[src/rtl/ipc_pkg.sv]
package ipc_pkg;
  typedef enum logic [1:0] {C_RUN = 2'd0, C_WAIT = 2'd1, C_OFF = 2'd2, C_BOOT = 2'd3} core_st_e;
  typedef enum logic [2:0] {L_RUN, L_CLEAN, L_OFF, L_PWRUP, L_INV, L_RET, L_SNP} clu_st_e;

  localparam logic [1:0] REQ_WAIT = 2'b01;
  localparam logic [1:0] TGT_NONE = 2'b00;
  localparam logic [1:0] TGT_RET  = 2'b01;
  localparam logic [1:0] TGT_SYS  = 2'b11;
  localparam logic [1:0] ID_R     = 2'd0;
  localparam logic [1:0] ID_W     = 2'd1;
  localparam logic [1:0] ID_S     = 2'd2;

  function automatic logic [5:0] mk_id(logic [1:0] typ, logic [1:0] lvl, logic [1:0] sub);
    return {typ, lvl, sub};
  endfunction
endpackage

[src/rtl/ipc_wdog.sv]
module ipc_wdog #(
  parameter int W = 8
) (
  input  logic         clk_i,
  input  logic         rst_ni,
  input  logic         act_i,
  input  logic         done_i,
  input  logic [W-1:0] lim_i,
  output logic         tmo_o
);
  logic [W-1:0] cnt_q;

  assign tmo_o = act_i && !done_i && (cnt_q == lim_i - 1'b1);

  always_ff @(posedge clk_i or negedge rst_ni) begin
    if (!rst_ni)                 cnt_q <= '0;
    else if (!act_i)             cnt_q <= '0;
    else if (!done_i && !tmo_o)  cnt_q <= cnt_q + 1'b1;
  end

  AST_WDOG_BOUND: assert property (@(posedge clk_i) disable iff (!rst_ni)
    (act_i && lim_i != '0) |-> (cnt_q < lim_i)) else $error("wdog count past limit");
endmodule

[src/rtl/ipc_core.sv]
module ipc_core
  import ipc_pkg::*;
(
  input  logic       clk_i,
  input  logic       rst_ni,
  input  logic [1:0] req_i,
  input  logic       wake_i,
  input  logic       cl_ready_i,
  input  logic       cl_off_i,
  output core_st_e   st_o,
  output logic       clk_en_o,
  output logic       pwr_en_o,
  output logic       rst_o
);
  core_st_e st_q, st_d;

  always_comb begin
    st_d = st_q;
    case (st_q)
      C_RUN:  if (!wake_i) begin
                if (req_i[1])              st_d = C_OFF;
                else if (req_i == REQ_WAIT) st_d = C_WAIT;
              end
      C_WAIT: if (cl_off_i)                st_d = C_OFF;   // context lost with cluster rail
              else if (wake_i && cl_ready_i) st_d = C_RUN;
      C_OFF:  if (wake_i)                  st_d = C_BOOT;
      C_BOOT: if (cl_ready_i)              st_d = C_RUN;
      default:                             st_d = C_RUN;
    endcase
  end

  always_ff @(posedge clk_i or negedge rst_ni) begin
    if (!rst_ni) st_q <= C_RUN;
    else         st_q <= st_d;
  end

  assign st_o     = st_q;
  assign clk_en_o = (st_q == C_RUN) || (st_q == C_BOOT);
  assign pwr_en_o = (st_q != C_OFF);
  assign rst_o    = (st_q == C_OFF) || (st_q == C_BOOT);

  AST_RST_AFTER_READY: assert property (@(posedge clk_i) disable iff (!rst_ni)
    $fell(rst_o) |-> $past(cl_ready_i)) else $error("reset freed before cluster ready");
  AST_WAIT_RESUME: assert property (@(posedge clk_i) disable iff (!rst_ni)
    ($past(st_q) == C_WAIT && st_q == C_RUN) |-> $past(wake_i)) else $error("wait exit without wake");
endmodule

[src/rtl/ipc_cluster.sv]
module ipc_cluster
  import ipc_pkg::*;
#(
  parameter int WDOG_W = 8
) (
  input  logic              clk_i,
  input  logic              rst_ni,
  input  logic              all_idle_i,
  input  logic [1:0]        tgt_i,
  input  logic              wake_any_i,
  input  logic              snoop_i,
  input  logic              clean_done_i,
  input  logic              inval_done_i,
  input  logic              pwr_good_i,
  input  logic [WDOG_W-1:0] wdog_lim_i,
  output logic              pwr_en_o,
  output logic              clk_en_o,
  output logic              ret_o,
  output logic              snp_slow_o,
  output logic              clean_req_o,
  output logic              inval_req_o,
  output logic              gic_save_o,
  output logic              err_o,
  output logic              ready_o,
  output logic              off_o,
  output logic [5:0]        id_o
);
  clu_st_e    st_q, st_d;
  logic [1:0] tgt_q;
  logic       err_q, err_set, tmo, hs_act, hs_done;

  assign hs_act  = (st_q == L_CLEAN) || (st_q == L_INV);
  assign hs_done = (st_q == L_CLEAN) ? clean_done_i : inval_done_i;

  ipc_wdog #(.W(WDOG_W)) u_wdog (
    .clk_i (clk_i), .rst_ni(rst_ni), .act_i(hs_act), .done_i(hs_done),
    .lim_i (wdog_lim_i), .tmo_o(tmo)
  );

  always_comb begin
    st_d    = st_q;
    err_set = 1'b0;
    case (st_q)
      L_RUN:   if (all_idle_i && tgt_i != TGT_NONE && !wake_any_i && !err_q)
                 st_d = (tgt_i == TGT_RET) ? L_RET : L_CLEAN;
      L_CLEAN: if (wake_any_i)        st_d = L_RUN;   // abort before power gate
               else if (clean_done_i) st_d = L_OFF;
               else if (tmo) begin    st_d = L_RUN; err_set = 1'b1; end
      L_OFF:   if (wake_any_i)        st_d = L_PWRUP;
      L_PWRUP: if (pwr_good_i)        st_d = L_INV;
      L_INV:   if (inval_done_i)      st_d = L_RUN;
               else if (tmo) begin    st_d = L_RUN; err_set = 1'b1; end
      L_RET:   if (wake_any_i)        st_d = L_RUN;
               else if (snoop_i)      st_d = L_SNP;
      L_SNP:   if (wake_any_i)        st_d = L_RUN;
               else if (!snoop_i)     st_d = L_RET;
      default:                        st_d = L_RUN;
    endcase
  end

  always_ff @(posedge clk_i or negedge rst_ni) begin
    if (!rst_ni) begin
      st_q  <= L_RUN;
      tgt_q <= TGT_NONE;
      err_q <= 1'b0;
    end else begin
      st_q  <= st_d;
      err_q <= err_q | err_set;
      if (st_q == L_RUN && st_d == L_CLEAN) tgt_q <= tgt_i;
    end
  end

  assign pwr_en_o    = (st_q != L_OFF);
  assign clk_en_o    = (st_q == L_RUN) || (st_q == L_CLEAN) || (st_q == L_INV) || (st_q == L_SNP);
  assign ret_o       = (st_q == L_RET);
  assign snp_slow_o  = (st_q == L_RET) || (st_q == L_SNP);
  assign clean_req_o = (st_q == L_CLEAN);
  assign inval_req_o = (st_q == L_INV);
  assign gic_save_o  = (st_q == L_CLEAN) && (tgt_q == TGT_SYS);
  assign err_o       = err_q;
  assign ready_o     = (st_q == L_RUN);
  assign off_o       = (st_q == L_OFF);

  always_comb begin
    case (st_q)
      L_RUN:          id_o = mk_id(ID_R, 2'd1, 2'd0);
      L_RET, L_SNP:   id_o = mk_id(ID_W, 2'd1, 2'd0);
      L_OFF:          id_o = (tgt_q == TGT_SYS) ? mk_id(ID_S, 2'd2, 2'd0) : mk_id(ID_S, 2'd1, 2'd0);
      default:        id_o = mk_id(ID_R, 2'd1, 2'd1);
    endcase
  end

  AST_OFF_AFTER_CLEAN: assert property (@(posedge clk_i) disable iff (!rst_ni)
    (st_q == L_OFF && $past(st_q) != L_OFF) |-> ($past(st_q) == L_CLEAN && $past(clean_done_i)))
    else $error("power off without clean");
  AST_INV_AFTER_PGOOD: assert property (@(posedge clk_i) disable iff (!rst_ni)
    $rose(inval_req_o) |-> $past(pwr_good_i)) else $error("invalidate before power good");
  AST_ENTRY_IDLE: assert property (@(posedge clk_i) disable iff (!rst_ni)
    ($past(st_q) == L_RUN && st_q != L_RUN) |-> $past(all_idle_i) && !$past(wake_any_i))
    else $error("cluster left running with a core active");
  AST_ERR_STICKY: assert property (@(posedge clk_i) disable iff (!rst_ni)
    $past(err_q) |-> err_q) else $error("error flag cleared");
endmodule

[src/rtl/idle_pwr_ctl.sv]
module idle_pwr_ctl
  import ipc_pkg::*;
#(
  parameter int N_CORES  = 4,
  parameter int LAST_MAN = 0,
  parameter int WDOG_W   = 8
) (
  input  logic                 clk_i,
  input  logic                 rst_ni,
  input  logic [2*N_CORES-1:0] core_req_i,
  input  logic [2*N_CORES-1:0] core_cl_req_i,
  input  logic [N_CORES-1:0]   wake_irq_i,
  input  logic [N_CORES-1:0]   wake_tmr_i,
  input  logic                 snoop_req_i,
  input  logic                 clean_done_i,
  input  logic                 inval_done_i,
  input  logic                 pwr_good_i,
  input  logic [WDOG_W-1:0]    wdog_lim_i,
  output logic [N_CORES-1:0]   core_clk_en_o,
  output logic [N_CORES-1:0]   core_pwr_en_o,
  output logic [N_CORES-1:0]   core_rst_o,
  output logic                 cl_pwr_en_o,
  output logic                 cl_clk_en_o,
  output logic                 cl_ret_o,
  output logic                 snp_slow_o,
  output logic                 clean_req_o,
  output logic                 inval_req_o,
  output logic                 ext_tmr_req_o,
  output logic                 gic_save_o,
  output logic                 err_o,
  output logic [5:0]           state_id_o
);
  localparam int REQ_W = 2 * N_CORES;

  core_st_e             core_st [N_CORES];
  logic [N_CORES-1:0]   wake;
  logic                 wake_any, all_idle, any_off, cl_ready, cl_off;
  logic [1:0]           tgt;
  logic [REQ_W-1:0]     req_unused;

  assign wake     = wake_irq_i | wake_tmr_i;
  assign wake_any = |wake;

  for (genvar i = 0; i < N_CORES; i++) begin : g_core
    ipc_core u_core (
      .clk_i     (clk_i),
      .rst_ni    (rst_ni),
      .req_i     (core_req_i[2*i +: 2]),
      .wake_i    (wake[i]),
      .cl_ready_i(cl_ready),
      .cl_off_i  (cl_off),
      .st_o      (core_st[i]),
      .clk_en_o  (core_clk_en_o[i]),
      .pwr_en_o  (core_pwr_en_o[i]),
      .rst_o     (core_rst_o[i])
    );
  end

  // only the designated core may name a cluster target
  always_comb begin
    tgt        = TGT_NONE;
    req_unused = '0;
    all_idle   = 1'b1;
    any_off    = 1'b0;
    for (int i = 0; i < N_CORES; i++) begin
      if (i == LAST_MAN) tgt = core_cl_req_i[2*i +: 2];
      else               req_unused[2*i +: 2] = core_cl_req_i[2*i +: 2];
      if (core_st[i] != C_WAIT && core_st[i] != C_OFF) all_idle = 1'b0;
      if (core_st[i] == C_OFF) any_off = 1'b1;
    end
  end

  ipc_cluster #(.WDOG_W(WDOG_W)) u_cluster (
    .clk_i       (clk_i),
    .rst_ni      (rst_ni),
    .all_idle_i  (all_idle),
    .tgt_i       (tgt),
    .wake_any_i  (wake_any),
    .snoop_i     (snoop_req_i),
    .clean_done_i(clean_done_i),
    .inval_done_i(inval_done_i),
    .pwr_good_i  (pwr_good_i),
    .wdog_lim_i  (wdog_lim_i),
    .pwr_en_o    (cl_pwr_en_o),
    .clk_en_o    (cl_clk_en_o),
    .ret_o       (cl_ret_o),
    .snp_slow_o  (snp_slow_o),
    .clean_req_o (clean_req_o),
    .inval_req_o (inval_req_o),
    .gic_save_o  (gic_save_o),
    .err_o       (err_o),
    .ready_o     (cl_ready),
    .off_o       (cl_off),
    .id_o        (state_id_o)
  );

  assign ext_tmr_req_o = any_off | cl_off;

  AST_SNOOP_NO_CORE: assert property (@(posedge clk_i) disable iff (!rst_ni)
    ($past(snp_slow_o) && snp_slow_o) |-> $stable(core_rst_o) && $stable(core_pwr_en_o))
    else $error("snoop service touched a core");
  AST_EXT_TMR: assert property (@(posedge clk_i) disable iff (!rst_ni)
    (~core_pwr_en_o != '0) |-> ext_tmr_req_o) else $error("no external timer for off core");
endmodule

[config.mk]
export PLATFORM = sky130hd
export DESIGN_NAME = idle_pwr_ctl
export DESIGN_NICKNAME = d
export VERILOG_FILES = /design/src/rtl/ipc_pkg.sv /design/src/rtl/ipc_wdog.sv /design/src/rtl/ipc_core.sv /design/src/rtl/ipc_cluster.sv /design/src/rtl/idle_pwr_ctl.sv
export SDC_FILE = /design/constraint.sdc
export NUM_CORES = 1
export LEC_CHECK = 0
export ABC_AREA = 1
export BUFFER_PORTS_ARGS = -buffer_cell sky130_fd_sc_hd__buf_4
export CAP_MARGIN = 20
export CORE_ASPECT_RATIO = 1.1
export CORE_MARGIN = 1
export CORE_UTILIZATION = 35
export CTS_CLUSTER_SIZE = 12
export DETAILED_ROUTE_END_ITERATION = 8
export GPL_TIMING_DRIVEN = 0
export SLEW_MARGIN = 20
export SYNTH_ARGS = -nofsm -noshare
export SYNTH_HDL_FRONTEND = slang
export SYNTH_HIERARCHICAL = 1
export SYNTH_SLANG_ARGS = --single-unit
export TNS_END_PERCENT = 50
[constraint.sdc]
create_clock -name clk_i -period 2.2 [get_ports clk_i]
set_input_delay 0.11 -clock clk_i [delete_from_list [all_inputs] [get_ports clk_i]]
set_output_delay 0.11 -clock clk_i [all_outputs]
set_load 0.01 [all_outputs]
==> impl_results.md <==
- Fraction of layout cells with a size suffix above 1: 32.6%
- H-tree Lvls: 1
- CP Max Fanout: 5
- Largest net degree at the start of global routing: 23
- Final Core Density: 49.2%
- Max_slew headroom: 62.9%
- Cell Pwr Density: 921 nW/um2
- CTS tree: built
- Leakage power: 1.99 nW
- Worst EP arrival: 2.27 ns
- Grt total ovfl: 0
- Slowest cell on crit path: dfrtp_2
- Path depth of the worst reg2reg path: 15
- DR pass1 iterations: 4
- Syn Inst Count: 410
- Yosys Warn Count: 6
- Final WL: 6180 um
- Worst-Skew Late Latency: 0.27 ns
- Critical Path RT: 2.35 ns
- Final #Nets: 555
- Number of port buffers: 57
- Met2 WL post-DR: 3080 um
- Most used cell along the critical path: buf_4
- Seq/Total Area, Yosys: 21.4%
- CTS max path bufs: 2
- Netlist Area Pre-Place: 2570 um2
- Via count: 2677
- Commonest non-fill, non-tap cell in the layout: nand2_1
- Clk root buf: clkbuf_8
- Worst Setup EP: u_cluster/st_q[0]
- Post-route ant nets: 0
- Syn_area_per_cell: 6.27 um2
- Rows: 32
- Yosys cell types: 34
- Synth-to-Final Area Change: 34.8%
- Critical path endpoint category: register
- Share of the synthesized area in the top cell type: 21.4%
- Achievable Freq: 472 MHz
- Clock sinks: 22
- Core Box Area: 7050 um2
- Highest routed layer: met4
- Synthesized net count: 470
- Clk pin slew, worst setup/hold paths: 0.09 ns
- Width of the die: 83.7 um
- Ports: 65
- Area post-placement: 3110 um2
- Async SR Flop Fraction: 100%
- Global-route wire length before repair: 10700 um
- Clock skew: 0.00646 ns
- Setup_tns: 0 ns
- Largest area contributor in the netlist: dfrtp_1
- Crit-path cells: nor2_4 -> buf_4 -> buf_4 -> buf_4 -> buf_4 -> buf_4 -> buf_4 -> buf_4 -> buf_4 -> buf_4 -> buf_4 -> nand3_1 -> nor2_2 -> nor2_1 -> o211ai_1
- Synth area leaders: dfrtp_1 (21%), nand2_1 (16%), inv_1 (11%)
- Finished Layout Cells: 579
- Overall Global Routing Usage: 16.4%
- Flip-flop and latch count after synthesis: 22
- Top_reg_cell synth: dfrtp_1
- Outcome: complete, no violations
- Worst VDD drop: 669 uV
- Tmin final: 2.12 ns
- Post-synth EDFFs: 0
- WHS: 0.0597 ns
- Reg2reg setup slack: 0.08 ns
- Design Area, Final: 3470 um2
- Worst path max stage delay: 0.44 ns
- RSZ-0062 raised after global routing: yes
- Cell total after placement: 552
- Filler Cells Inserted: 741
- Final GP Congestion: 0.831
- Initial core utilization: 36.5%
- Number of CTS-inserted buffers: 3
- Vias in the first global route: 2553
- Hold Path Stages: 2
- Die area: 7700 um2
- Reg2reg start: u_cluster/st_q[1]
- Crit share post-route: 96.3%
- Routed wl met3: 195 um
- Remaining DRCs: 0
- Setup crit start: u_cluster/st_q[1]
- Wire length on met1: 2810 um
- Final hold vios: 0
- Slew Viols, Final: 0
- Vias per cell: 4.62
- Most frequent cells in the layout: nand2_1 (112), buf_4 (82), inv_1 (74), nor2_1 (34), ha_1 (22)
- Antenna diodes: 0
- Initial antenna violation count: 0
- Die Span Y: 91.9 um
- Reg2reg end: u_cluster/st_q[0]
- WL per Instance: 10.7 um
- Initial DRC Count: 85
- CP Launch Type: register
- Hold Path Class: in2reg
- Final setup viols: 0
- Max-cap violations: 0
- Worst setup path class: reg2reg
- Actual slew at the worst max-slew pin: 0.554 ns
- Final HPWL DP: 4660 um
==> worst min path at each step <==
stage | start | to | slack (ns)
6_report | snoop_req_i | u_cluster/st_q[0] | 0.06
2_1_floorplan | rst_ni | g_core[0].u_core/st_o[0] | -0.19
4_1_cts | snoop_req_i | u_cluster/st_q[0] | 0.05
3_5_place_dp | rst_ni | u_cluster/u_wdog/cnt_q[7] | 0.02
3_3_place_gp | rst_ni | u_cluster/u_wdog/cnt_q[7] | 0.03
5_1_grt | snoop_req_i | u_cluster/st_q[0] | 0.06
==> stage by stage <==
step / worst slack (ns) / power [W]
after CTS: 0.0101 / 0.00316
after floorplan: 0.0540 / 0.00195
final: 0.0821 / 0.00319
after global routing: -0.0600 / 0.00353
after detailed placement: -0.279 / 0.00261
after global placement: -0.270 / 0.00259
==> report_power, final <==
part           internal, W  leakage [nW]  switching (W)  total, W
Clock             0.000160        0.0288       0.000139  0.000299
Combinational      0.00102          1.67        0.00125   0.00227
Sequential        0.000499         0.289       0.000129  0.000628
Total              0.00168          1.99        0.00152   0.00319
==> logic make-up (layout without fill, tap and decap cells) <==
kind of cell             Yosys count  after routing  synth area share [%]
AND/OR/NAND/NOR                  234            235                  43.6
other                              1              1                 0.146
flip-flops                        22             22                  21.4
AO/OA/AOI/OAI                     20             20                  4.72
buffers and inverters            102            185                  16.3
XOR/XNOR                           9              9                  3.06
adder cells (fa/ha/maj)           22             22                  10.7
==> registers in the layout (all words and copies together), names as in the netlist <==
signal,count
u_cluster/st_q,3
u_cluster/tgt_q,2
g_core.u_core/st_o,8
u_cluster/err_o,1
u_cluster/u_wdog/cnt_q,8
==> synth_stat cells, types with 3 or more instances <==
cell,n
nor2_1,36
buf_4,3
o21ai_0,3
inv_1,77
nor3_1,4
inv_2,15
nand3_1,25
a31oi_1,4
nand2_2,13
ha_1,22
nand3_2,3
nand4_1,15
nor2_2,11
nor2_4,4
a21oi_1,7
o21bai_1,4
dfrtp_1,22
nand3b_1,3
nand2_1,113
xor2_1,7
==> layer usage <==
| metal | up-vias | global-route usage, % |
|---|---|---|
| li1 | 1413 | - |
| met1 | 1206 | 20.5 |
| met2 | 50 | 29.5 |
| met3 | 8 | 1.53 |
| met4 | 0 | 5.51 |
| met5 | - | 0 |
==> worst max-delay path, delay by kind of cell (launching register included) <==
| family | cells | cell delay (ns) |
|---|---|---|
| buf+inv | 10 | 1.20 |
| flops | 1 | 0.44 |
| simple gates | 4 | 0.29 |
| compound gates | 1 | 0.09 |
==> final cells by class <==
type	count	area (um2)	area share [%]
Buffer	7	57.6	1.66
Clock buffer	4	55.1	1.59
Inverter	94	369	10.6
Multi-Input combinational cell	287	1730	49.7
Sequential cell	22	552	15.9
Tap cell	85	106	3.07
Timing Repair Buffer	80	603	17.4
==> repair_timing <==
| item | CTS | global route |
|---|---|---|
| hold buffers | 1 | 0 |
| pin swaps | 10 | 15 |
| hold endpoints to repair | 22 | 0 |
| endpoints found under the setup margin | 12 | 12 |
| setup buffers | 19 | 3 |
| cloned | 0 | 1 |
| resized for setup | 14 | 15 |
Power figures use the tool's default switching activity.
